<file path="config.mk">
export PLATFORM = sky130hd
export DESIGN_NAME = shift_rotate_unit
export DESIGN_NICKNAME = d
export VERILOG_FILES = /design/src/rtl/shrot_pkg.sv /design/src/rtl/shrot_ctrl.sv /design/src/rtl/shrot_dpath.sv /design/src/rtl/shift_rotate_unit.sv
export SDC_FILE = /design/constraint.sdc
export NUM_CORES = 1
export LEC_CHECK = 0
export ABC_CLOCK_PERIOD_IN_PS = 2400
export CAP_MARGIN = 20
export CORE_ASPECT_RATIO = 1.1
export CORE_MARGIN = 2
export CORE_UTILIZATION = 64
export CTS_BUF_LIST = sky130_fd_sc_hd__clkbuf_16
export CTS_CLUSTER_DIAMETER = 30
export DETAILED_ROUTE_END_ITERATION = 8
export GPL_TIMING_DRIVEN = 0
export PLACE_DENSITY_LB_ADDON = 0.15
export SETUP_SLACK_MARGIN = 0.02
export SLEW_MARGIN = 40
export SYNTH_ARGS = -nofsm -noshare
export SYNTH_HDL_FRONTEND = slang
export SYNTH_HIERARCHICAL = 1
export SYNTH_SLANG_ARGS = --single-unit
</file>
<file path="constraint.sdc">
create_clock -name clk -period 2.4 [get_ports clk]
set_clock_uncertainty 0.1 [all_clocks]
set_input_delay 0.24 -clock clk [delete_from_list [all_inputs] [get_ports clk]]
set_output_delay 0.24 -clock clk [all_outputs]
set_load 0.02 [all_outputs]
</file>
<file path="src/rtl/shrot_pkg.sv">
package shrot_pkg;

  typedef enum logic [2:0] {
    OP_SHL  = 3'b000,
    OP_SHR  = 3'b001,
    OP_SAR  = 3'b010,
    OP_ROTL = 3'b011,
    OP_ROTR = 3'b100,
    OP_RCL  = 3'b101,
    OP_RCR  = 3'b110,
    OP_PASS = 3'b111
  } op_e;

  // Strobes from the control to the datapath
  typedef struct packed {
    logic selShl;
    logic selShr;
    logic selSar;
    logic selRotl;
    logic selRotr;
    logic selRcl;
    logic selRcr;
    logic selPass;
    logic cntZero;
    logic load;
  } strobe_t;

endpackage

</file>
<file path="src/rtl/shrot_ctrl.sv">
module shrot_ctrl #(
  parameter int WIDTH   = 8,
  parameter int COUNT_W = $clog2(WIDTH) + 1,
  parameter bit REG_OUT = 1'b1,
  localparam int SHAMT_W = (WIDTH > 1) ? $clog2(WIDTH) : 1
) (
  input  logic                     clk,
  input  logic                     rst_n,
  input  logic                     inValid,
  input  logic [2:0]               opSel,
  input  logic [COUNT_W-1:0]       count,
  output shrot_pkg::strobe_t       strb,
  output logic [SHAMT_W-1:0]       shamt,
  output logic                     outValid
);
  import shrot_pkg::*;

  op_e opCode;

  // Count reduction
  always_comb begin
    shamt = SHAMT_W'(int'(count) % WIDTH);
  end

  // Operation decode into strobes
  always_comb begin
    opCode = op_e'(opSel);
    strb   = '0;
    unique case (opCode)
      OP_SHL:  strb.selShl  = 1'b1;
      OP_SHR:  strb.selShr  = 1'b1;
      OP_SAR:  strb.selSar  = 1'b1;
      OP_ROTL: strb.selRotl = 1'b1;
      OP_ROTR: strb.selRotr = 1'b1;
      OP_RCL:  strb.selRcl  = 1'b1;
      OP_RCR:  strb.selRcr  = 1'b1;
      default: strb.selPass = 1'b1;
    endcase
    strb.cntZero = (shamt == '0);
    strb.load    = inValid;
  end

  generate
    if (REG_OUT) begin : g_vreg
      logic validQ;
      always_ff @(posedge clk or negedge rst_n) begin
        if (!rst_n) validQ <= 1'b0;
        else        validQ <= inValid;
      end
      assign outValid = validQ;

      assert_valid_rise_R10: assert property (@(posedge clk) disable iff (!rst_n)
        inValid |=> outValid);
      assert_valid_low_R10: assert property (@(posedge clk) disable iff (!rst_n)
        !inValid |=> !outValid);
    end else begin : g_vcomb
      assign outValid = inValid;
    end
  endgenerate

endmodule

</file>
<file path="src/rtl/shrot_dpath.sv">
module shrot_dpath #(
  parameter int WIDTH   = 8,
  parameter bit REG_OUT = 1'b1,
  localparam int SHAMT_W = (WIDTH > 1) ? $clog2(WIDTH) : 1
) (
  input  logic                 clk,
  input  logic                 rst_n,
  input  shrot_pkg::strobe_t   strb,
  input  logic [SHAMT_W-1:0]   shamt,
  input  logic [WIDTH-1:0]     operand,
  input  logic                 carryIn,
  output logic [WIDTH-1:0]     result,
  output logic                 carryOut,
  output logic                 negFlag,
  output logic                 zeroFlag
);

  logic [WIDTH:0]          shlExt;
  logic [WIDTH:0]          shrExt;
  logic signed [WIDTH:0]   sarExt;
  logic [WIDTH-1:0]        rotlVal;
  logic [WIDTH-1:0]        rotrVal;
  logic [WIDTH:0]          ring;
  logic [WIDTH:0]          rclRing;
  logic [WIDTH:0]          rcrRing;
  logic [WIDTH-1:0]        nextRes;
  logic                    nextCarry;
  logic                    nextNeg;
  logic                    nextZero;

  // Candidate results
  always_comb begin
    shlExt  = {1'b0, operand} << shamt;
    shrExt  = {operand, 1'b0} >> shamt;
    sarExt  = $signed({operand, 1'b0}) >>> shamt;
    rotlVal = (operand << shamt) | (operand >> (WIDTH - int'(shamt)));
    rotrVal = (operand >> shamt) | (operand << (WIDTH - int'(shamt)));
    ring    = {carryIn, operand};
    rclRing = (ring << shamt) | (ring >> (WIDTH + 1 - int'(shamt)));
    rcrRing = (ring >> shamt) | (ring << (WIDTH + 1 - int'(shamt)));
  end

  // Select by strobe; a zero count keeps operand and carry
  always_comb begin
    nextRes   = operand;
    nextCarry = carryIn;
    if (!strb.cntZero) begin
      if (strb.selShl) begin
        nextRes   = shlExt[WIDTH-1:0];
        nextCarry = shlExt[WIDTH];
      end else if (strb.selShr) begin
        nextRes   = shrExt[WIDTH:1];
        nextCarry = shrExt[0];
      end else if (strb.selSar) begin
        nextRes   = sarExt[WIDTH:1];
        nextCarry = sarExt[0];
      end else if (strb.selRotl) begin
        nextRes   = rotlVal;
        nextCarry = rotlVal[0];
      end else if (strb.selRotr) begin
        nextRes   = rotrVal;
        nextCarry = rotrVal[WIDTH-1];
      end else if (strb.selRcl) begin
        nextRes   = rclRing[WIDTH-1:0];
        nextCarry = rclRing[WIDTH];
      end else if (strb.selRcr) begin
        nextRes   = rcrRing[WIDTH-1:0];
        nextCarry = rcrRing[WIDTH];
      end
    end
    nextNeg  = nextRes[WIDTH-1];
    nextZero = (nextRes == '0);
  end

  generate
    if (REG_OUT) begin : g_oreg
      logic [WIDTH-1:0] resQ;
      logic             carryQ;
      logic             negQ;
      logic             zeroQ;

      always_ff @(posedge clk or negedge rst_n) begin
        if (!rst_n) begin
          resQ   <= '0;
          carryQ <= 1'b0;
          negQ   <= 1'b0;
          zeroQ  <= 1'b1;
        end else if (strb.load) begin
          resQ   <= nextRes;
          carryQ <= nextCarry;
          negQ   <= nextNeg;
          zeroQ  <= nextZero;
        end
      end

      assign result   = resQ;
      assign carryOut = carryQ;
      assign negFlag  = negQ;
      assign zeroFlag = zeroQ;

      assert_shl_fill_R1: assert property (@(posedge clk) disable iff (!rst_n)
        (strb.load && strb.selShl && !strb.cntZero) |=> !resQ[0]);
      assert_sar_sign_R3: assert property (@(posedge clk) disable iff (!rst_n)
        (strb.load && strb.selSar) |=> (resQ[WIDTH-1] == $past(operand[WIDTH-1])));
      assert_rot_ones_R4: assert property (@(posedge clk) disable iff (!rst_n)
        (strb.load && (strb.selRotl || strb.selRotr))
          |=> ($countones(resQ) == $countones($past(operand))));
      assert_ring_ones_R5: assert property (@(posedge clk) disable iff (!rst_n)
        (strb.load && (strb.selRcl || strb.selRcr))
          |=> ($countones({carryQ, resQ}) == $countones({$past(carryIn), $past(operand)})));
      assert_pass_R6: assert property (@(posedge clk) disable iff (!rst_n)
        (strb.load && strb.selPass)
          |=> (resQ == $past(operand) && carryQ == $past(carryIn)));
      assert_zero_count_R7: assert property (@(posedge clk) disable iff (!rst_n)
        (strb.load && strb.cntZero)
          |=> (resQ == $past(operand) && carryQ == $past(carryIn)));
      assert_flags_R9: assert property (@(posedge clk) disable iff (!rst_n)
        (negQ == resQ[WIDTH-1]) && (zeroQ == (resQ == '0)));
      assert_hold_R10: assert property (@(posedge clk) disable iff (!rst_n)
        !strb.load |=> ($stable(resQ) && $stable(carryQ) && $stable(zeroQ)));
    end else begin : g_ocomb
      assign result   = nextRes;
      assign carryOut = nextCarry;
      assign negFlag  = nextNeg;
      assign zeroFlag = nextZero;
    end
  endgenerate

endmodule

</file>
<file path="src/rtl/shift_rotate_unit.sv">
module shift_rotate_unit #(
  parameter int WIDTH   = 8,
  parameter int COUNT_W = $clog2(WIDTH) + 1,
  parameter bit REG_OUT = 1'b1
) (
  input  logic               clk,
  input  logic               rst_n,
  input  logic               inValid,
  input  logic [WIDTH-1:0]   operand,
  input  logic [COUNT_W-1:0] count,
  input  logic [2:0]         opSel,
  input  logic               carryIn,
  output logic               outValid,
  output logic [WIDTH-1:0]   result,
  output logic               carryOut,
  output logic               negFlag,
  output logic               zeroFlag
);

  localparam int SHAMT_W = (WIDTH > 1) ? $clog2(WIDTH) : 1;

  shrot_pkg::strobe_t strb;
  logic [SHAMT_W-1:0] shamt;

  shrot_ctrl #(
    .WIDTH   (WIDTH),
    .COUNT_W (COUNT_W),
    .REG_OUT (REG_OUT)
  ) u_ctrl (
    .clk      (clk),
    .rst_n    (rst_n),
    .inValid  (inValid),
    .opSel    (opSel),
    .count    (count),
    .strb     (strb),
    .shamt    (shamt),
    .outValid (outValid)
  );

  shrot_dpath #(
    .WIDTH   (WIDTH),
    .REG_OUT (REG_OUT)
  ) u_dpath (
    .clk      (clk),
    .rst_n    (rst_n),
    .strb     (strb),
    .shamt    (shamt),
    .operand  (operand),
    .carryIn  (carryIn),
    .result   (result),
    .carryOut (carryOut),
    .negFlag  (negFlag),
    .zeroFlag (zeroFlag)
  );

endmodule

</file>
==> results.tsv, run 1 <==
metric	value	unit
Num CTS Buffers	3	
Final Wtd Congestion	1.18	
Yosys Warn Count	6	
Sink Count	11	
Overflow after GRT	336	
initial core utilization	0.661	
Post-Syn Nets	447	
Post-CTS Hold Buffers	0	
detailed placement HPWL	9000	microns
Ports	31	
Root Buffer Master	clkbuf_16	
syn avg cell area	7.16	sq um
Error	[ERROR GRT-0232] Routing congestion too high. Check the congestion heatmap in the GUI.	
Tot GR Track Use	0.978	
synthesized cell area	0.00305	sq mm
worst ep type	register input	
H-tree levels	1	
Die W	69.8	microns
Cells after Synth	426	
stopping stage	global routing (5_1_grt)	
number of cell rows	26	
status	aborted with a tool error	
pre-CTS setup slack	-1.35	ns
Worst endpoint, post-GRT repair	u_dpath/zeroFlag$_DFFE_PN1P_/D	
largest net degree at the start of global routing	12	
Clock Path Buffers	2	
Die Y	76.4	microns
PortBufs	29	
[what timing repair did]
action | CTS
setup endpoints to repair | 10
resized for setup | 93
setup buffers | 31
pin swaps | 29
[layer usage]
| layer | overflow | track usage |
|---|---|---|
| met1 | 5 | 0.909 |
| met2 | 208 | 1.18 |
| met3 | 10 | 0.792 |
| met4 | 112 | 1.09 |
| met5 | 1 | 0.545 |
[metrics by stage]
stage               std cells  area, sq um
floorplan                 426         3180
global placement          511         3540
detailed placement        511         3540
CTS                       539         4090
==> run 2: changes to the inputs <==
Settings changed: CORE_ASPECT_RATIO 1.1 to unset, CORE_UTILIZATION 64 to 40, CTS_BUF_LIST sky130_fd_sc_hd__clkbuf_16 to unset, CTS_CLUSTER_DIAMETER 30 to unset, SETUP_SLACK_MARGIN 0.02 to unset.
==> results.tsv, run 2 <==
metric	value	unit	change
# DRC	0		
DR vias/cell	7.14		
global-route wire length before repair	23000	microns	
slowest stage delay, CP	0.52	ns	
Yosys Warn Count	6		unchanged
Tmin final	2.59	ns	
total die area	0.00834	sq mm	
placed instance count	554		+8.4%
Overflow after GRT	0		
Sink Count	11		unchanged
vias in the first global route	3913		
drt total wl	15400	microns	
Diodes inserted	0		
P_leak	0.00174	uW	
Root Buffer Master	clkbuf_8		
WL met3	2100	microns	
Final Util	0.612		
Tot Pwr	1560	uW	
unrepaired setup endpoints after global routing	yes		
layout cells sized above 1	0.393		
PD cells	349	mW/mm^2	
Clock Path Buffers	2		unchanged
WL/cell	26.0	microns	
worst reg2reg path startpoint	u_dpath/result[0]		
Hold WC Path Type	input pin to async pin		
worst path cell trace	dlygate4sd2_1 > nor3b_2 > or2_1 > nor2_2 > nand2_1 > or4_4 > a221o_1 > o2111a_1 > mux2_4		
CP bufs+invs	1		
cell family with most CP delay	simple AND/OR/NAND/NOR gates		
endpoints failing setup	6		
Crit path required time	2.42	ns	
critical path's slowest cell	or4_4		
fmax	386	MHz	
Final Hold Viols	0		
Crit path depth	9		
Setup CP Type	input pin to flop		
final setup TNS	-0.592	ns	
Die W	91.3	microns	+31%
DR iter-0 viols	590		
PortBufs	29		unchanged
Max-slew headroom	0.574		
Area Growth Syn to Fin	47.0	%	
failing checks	negative setup slack		
CTS tree	built		
met2 wire length	6460	microns	
DR top layer	met4		
max FFs per register	8		
worst-skew pair later-pin latency	0.24	ns	
Worst EP arrival	2.62	ns	
fin nets	516		
critical path capture point type	flop		
post-route ant nets	0		
crit path launch type	input pin		
initial antenna violation count	0		
worst flop-to-flop path endpoint	u_dpath/result[0]		
initial core utilization	0.416		-0.244
Final Wtd Congestion	1.04		-12%
Post-Route M1 WL	5720	microns	
Post-Syn Nets	447		unchanged
syn avg cell area	7.16	sq um	unchanged
most frequent cells in the layout	buf_4 (47), nand2_1 (34), nor2_1 (27)		
H-tree levels	1		unchanged
setup ws final	-0.194	ns	
Fillers	644		
status	finished with violations		
fin cells	593		
Placement Cell Area	0.00360	sq mm	+1.7%
R2R setup slack	1.55	ns	
commonest non-fill, non-tap cell in the layout	buf_4		
synthesized cell area	0.00305	sq mm	unchanged
Num CTS Buffers	3		unchanged
Cells after Synth	426		unchanged
post-route cell area	0.00449	sq mm	
detailed placement HPWL	10700	microns	+18%
critical path peak fanout	7		
# Max-Cap Violations	0		
Ports	31		unchanged
Die Y	91.3	microns	+20%
final cycle utilization of the critical path	1.08		
core area	0.00733	sq mm	
actual slew at the worst max-slew pin	0.637	ns	
largest net degree at the start of global routing	12		
Peak VDD IR	0.149	mV	
Worst Reg-to-Reg Cells	1		
max-slew violations	0		
Tot GR Track Use	0.358		
Post-CTS Hold Buffers	0		unchanged
number of cell rows	31		+19%
Worst-path clk slew	0.05	ns	
total number of vias	4234		
DRT Pass-1 Iters	7		
-- run 2: worst max-delay path by stage --
| stage | from | to | slack (ns) |
|---|---|---|---|
| 6_report | opSel[1] | u_dpath/result[6] | -0.19 |
| 5_1_grt | operand[7] | u_dpath/zeroFlag | -0.25 |
| 4_1_cts | count[0] | u_dpath/zeroFlag | -0.42 |
| 3_5_place_dp | count[0] | u_dpath/zeroFlag | -1.39 |
| 3_3_place_gp | opSel[2] | u_dpath/zeroFlag | -1.42 |
| 2_1_floorplan | count[0] | u_dpath/zeroFlag | -0.51 |
-- run 2: through the flow --
| stage | hold WS, ns | setup slack, ns |
|---|---|---|
| 2_1_floorplan | -0.156 | -0.507 |
| 3_3_place_gp | 0.376 | -1.42 |
| 3_5_place_dp | 0.391 | -1.39 |
| 4_1_cts | 0.246 | -0.417 |
| 5_1_grt | 0.283 | -0.249 |
| 6_report | 0.225 | -0.194 |
-- run 2: area by class of cell --
class | instances | area (sq um) | share of cell area
Buffer | 38 | 362 | 0.0806
Clock buffer | 4 | 45.0 | 0.0100
Inverter | 12 | 86.3 | 0.0192
Multi-Input combinational cell | 355 | 2950 | 0.658
Sequential cell | 11 | 277 | 0.0616
Tap cell | 99 | 124 | 0.0276
Timing Repair Buffer | 74 | 642 | 0.143
-- run 2: timing repair --
item	CTS	global route
endpoints found under the setup margin	10	10
resized for setup	107	86
pin swaps	27	23
buffers inserted	36	9
-- run 2: power by group --
| part | internal, uW | total (uW) | leakage, uW | switching [uW] |
|---|---|---|---|---|
| sequential | 216 | 230 | 0.000126 | 14.9 |
| clock | 117 | 185 | 0.0000228 | 68.7 |
| combinational | 507 | 1150 | 0.00159 | 641 |
| total | 839 | 1560 | 0.00174 | 725 |
-- run 2: per-layer routing --
metal	GRT usage	vias up
met5	0	-
met4	0.211	0
met3	0.0905	118
met2	0.523	372
met1	0.474	1980
li1	-	1764
(Power assumes the default switching activity.)
==> run 3: changes to the inputs <==
Settings changed: SYNTH_HIERARCHICAL 1 to unset.
==> results.tsv, run 3 <==
metric	value	unit	change
status	finished with violations		
failing checks	negative setup slack		
unrepaired setup endpoints after global routing	yes		
fin nets	521		+0.97%
Die Y	93.2	microns	+2.0%
post-route ant nets	0		unchanged
Cells after Synth	422		-0.94%
vias in the first global route	4048		+3.5%
critical path peak fanout	3		-4
global-route wire length before repair	24300	microns	+5.3%
final setup TNS	-0.498	ns	+0.0935 ns
clock network power share	0.114		-0.004
post-synthesis register bit count	11		
Num CTS Buffers	3		unchanged
Ports	31		unchanged
initial core utilization	0.412		-0.00469
PortBufs	25		-14%
pre-CTS setup slack	-0.928	ns	+0.463 ns
commonest non-fill, non-tap cell in the layout	buf_4		
Tmin final	2.57	ns	-0.0196 ns
setup ws final	-0.174	ns	+0.0196 ns
crit path launch type	input pin		
syn avg cell area	7.54	sq um	+5.2%
async set or reset register ratio after synthesis	1.00		
Post-CTS Hold Buffers	0		unchanged
Seq/Total Area, Yosys	0.0869		
Sw Ratio	0.447		-0.0165
WL/cell	26.3	microns	+1.3%
Final Wtd Congestion	1.05		+1.2%
Overflow after GRT	0		unchanged
DRT Pass-1 Iters	5		-2
Clock Path Buffers	2		unchanged
most frequent cell after synthesis	nor2_1		
H-tree levels	1		unchanged
Crit path required time	2.43	ns	about the same
critical path capture point type	flop		
Diodes inserted	0		unchanged
layout cells sized above 1	0.392		-0.00115
sw power	714	uW	-1.5%
CTS tree	built		
Hold WC Path Type	input pin to async pin		
worst hold slack	0.239	ns	+0.0140 ns
power share of the sequential group	0.144		-0.003
core area	0.00773	sq mm	+5.4%
Final Hold Viols	0		unchanged
Post-synth top flop	dfrtp_1		
Yosys Warn Count	0		-6
final cycle utilization of the critical path	1.07		-0.00817
fin cells	600		+1.2%
Worst-path clk slew	0.05	ns	about the same
Area Growth Syn to Fin	44.3	%	
top cells by area, synth	mux4_2 (11%), dfrtp_1 (7.9%), mux2i_1 (6.6%)		
Tot GR Track Use	0.371		+0.0127
Die W	93.2	microns	+2.0%
total die area	0.00868	sq mm	+4.0%
Sink Count	11		unchanged
detailed placement HPWL	11100	microns	+3.9%
initial antenna violation count	0		unchanged
worst-skew pair later-pin latency	0.23	ns	about the same
P_leak	0.00179	uW	+3.1%
PD cells	348	mW/mm^2	-0.17%
Root Buffer Master	clkbuf_8		
share of the synthesized area in the top cell type	0.113		
placed instance count	549		-0.90%
top post-synthesis cells by count	nor2_1 (35), a21oi_1 (34), nand2_1 (29)		
total number of vias	4208		-0.61%
synth unique cells	65		
Post-Syn Nets	444		-0.67%
endpoints failing setup	5		-1
internal power	883	uW	+5.2%
Worst EP arrival	2.61	ns	about the same
most frequent cells in the layout	buf_4 (48), nor2_1 (31), a21oi_1 (29)		
Fillers	685		+6.4%
synthesized cell area	0.00318	sq mm	+4.2%
drt total wl	15800	microns	+2.5%
DR iter-0 viols	488		-17%
actual slew at the worst max-slew pin	0.750	ns	+0.113 ns
largest net degree at the start of global routing	12		unchanged
Peak VDD IR	0.208	mV	+40%
number of cell rows	32		+3.2%
DR vias/cell	7.01		-1.8%
# Max-Cap Violations	0		unchanged
post-synth top area cell	mux4_2		
# DRC	0		unchanged
Setup CP Type	input pin to flop		
fmax	388	MHz	+0.76%
Tot Pwr	1600	uW	+2.1%
max-slew violations	0		unchanged
number of synthesized flops with an enable pin	0		
max FFs per register	8		unchanged
Max-slew headroom	0.495		-0.0785
Comb pwr share	0.742		+0.008
-- run 3: per-stage QoR --
step	area, sq um	util
CTS	4520	0.585
global route	4590	0.594
global placement	3690	0.477
floorplan	3310	-
detailed placement	3700	0.478
finish	4590	0.594
-- run 3: timing repair --
action | in CTS | in global routing
resized for setup | 116 | 26
endpoints found under the setup margin | 10 | 9
cloned | 2 | 0
pin swaps | 34 | 13
buffers inserted | 41 | 8
-- run 3: power by group through the flow --
stage / Clock [uW] / Combinational [uW] / Sequential (uW)
4_1_cts: 185 / 1120 / 231
6_report: 182 / 1180 / 230
2_1_floorplan: 0 / 564 / 271
3_3_place_gp: 0 / 905 / 232
5_1_grt: 196 / 1240 / 234
3_5_place_dp: 0 / 900 / 233
-- run 3: logic make-up after synthesis --
group                    Yosys count  synth area share
flip-flops                        11            0.0869
buffers and inverters             64             0.107
adder cells (fa/ha/maj)            3            0.0118
multiplexers                      56             0.247
AND/OR/NAND/NOR                  135             0.216
AO/OA/AOI/OAI                    153             0.331
-- run 3: path summary, 6_finish.rpt --
kind / slack, ns / startpoint / end / cells after the start
hold reg to reg: 0.37 / u_dpath.result[3] / u_dpath.result[3] / 1
setup / recovery: -0.17 / count[1] / u_dpath.zeroFlag / 13
hold / removal: 0.24 / rst_n / u_dpath.result[5] / 1
min in group clk: 0.37 / u_dpath.result[3] / u_dpath.result[3] / 1
setup reg to reg: 1.53 / u_dpath.result[7] / u_dpath.result[7] / 1
max in group asynchronous: 1.61 / rst_n / u_dpath.zeroFlag / 1
-- run 3: final cells by class --
class,instances,area [sq um],share of cell area
multi-input combinational,347,2900,0.631
clock buffer,4,45.0,0.00982
sequential,11,277,0.0603
inverter,11,73.8,0.0161
tap,102,128,0.0278
timing repair buffer,74,651,0.142
buffer,51,518,0.113
-- run 3: metal layers --
layer / routed length (microns) / track usage
met5: 0 / 0
met4: 1240 / 0.190
met3: 1870 / 0.0741
met2: 6690 / 0.579
met1: 5980 / 0.486
-- run 3: critical path: stages --
cell,delay (ns)
buf_12,0.10
buf_12,0.12
inv_12,0.06
ha_4,0.22
buf_12,0.13
mux4_2,0.33
mux2i_4,0.23
o21ai_2,0.08
a221oi_2,0.25
nor4_2,0.08
a221o_1,0.31
nand4b_1,0.20
o41ai_2,0.23
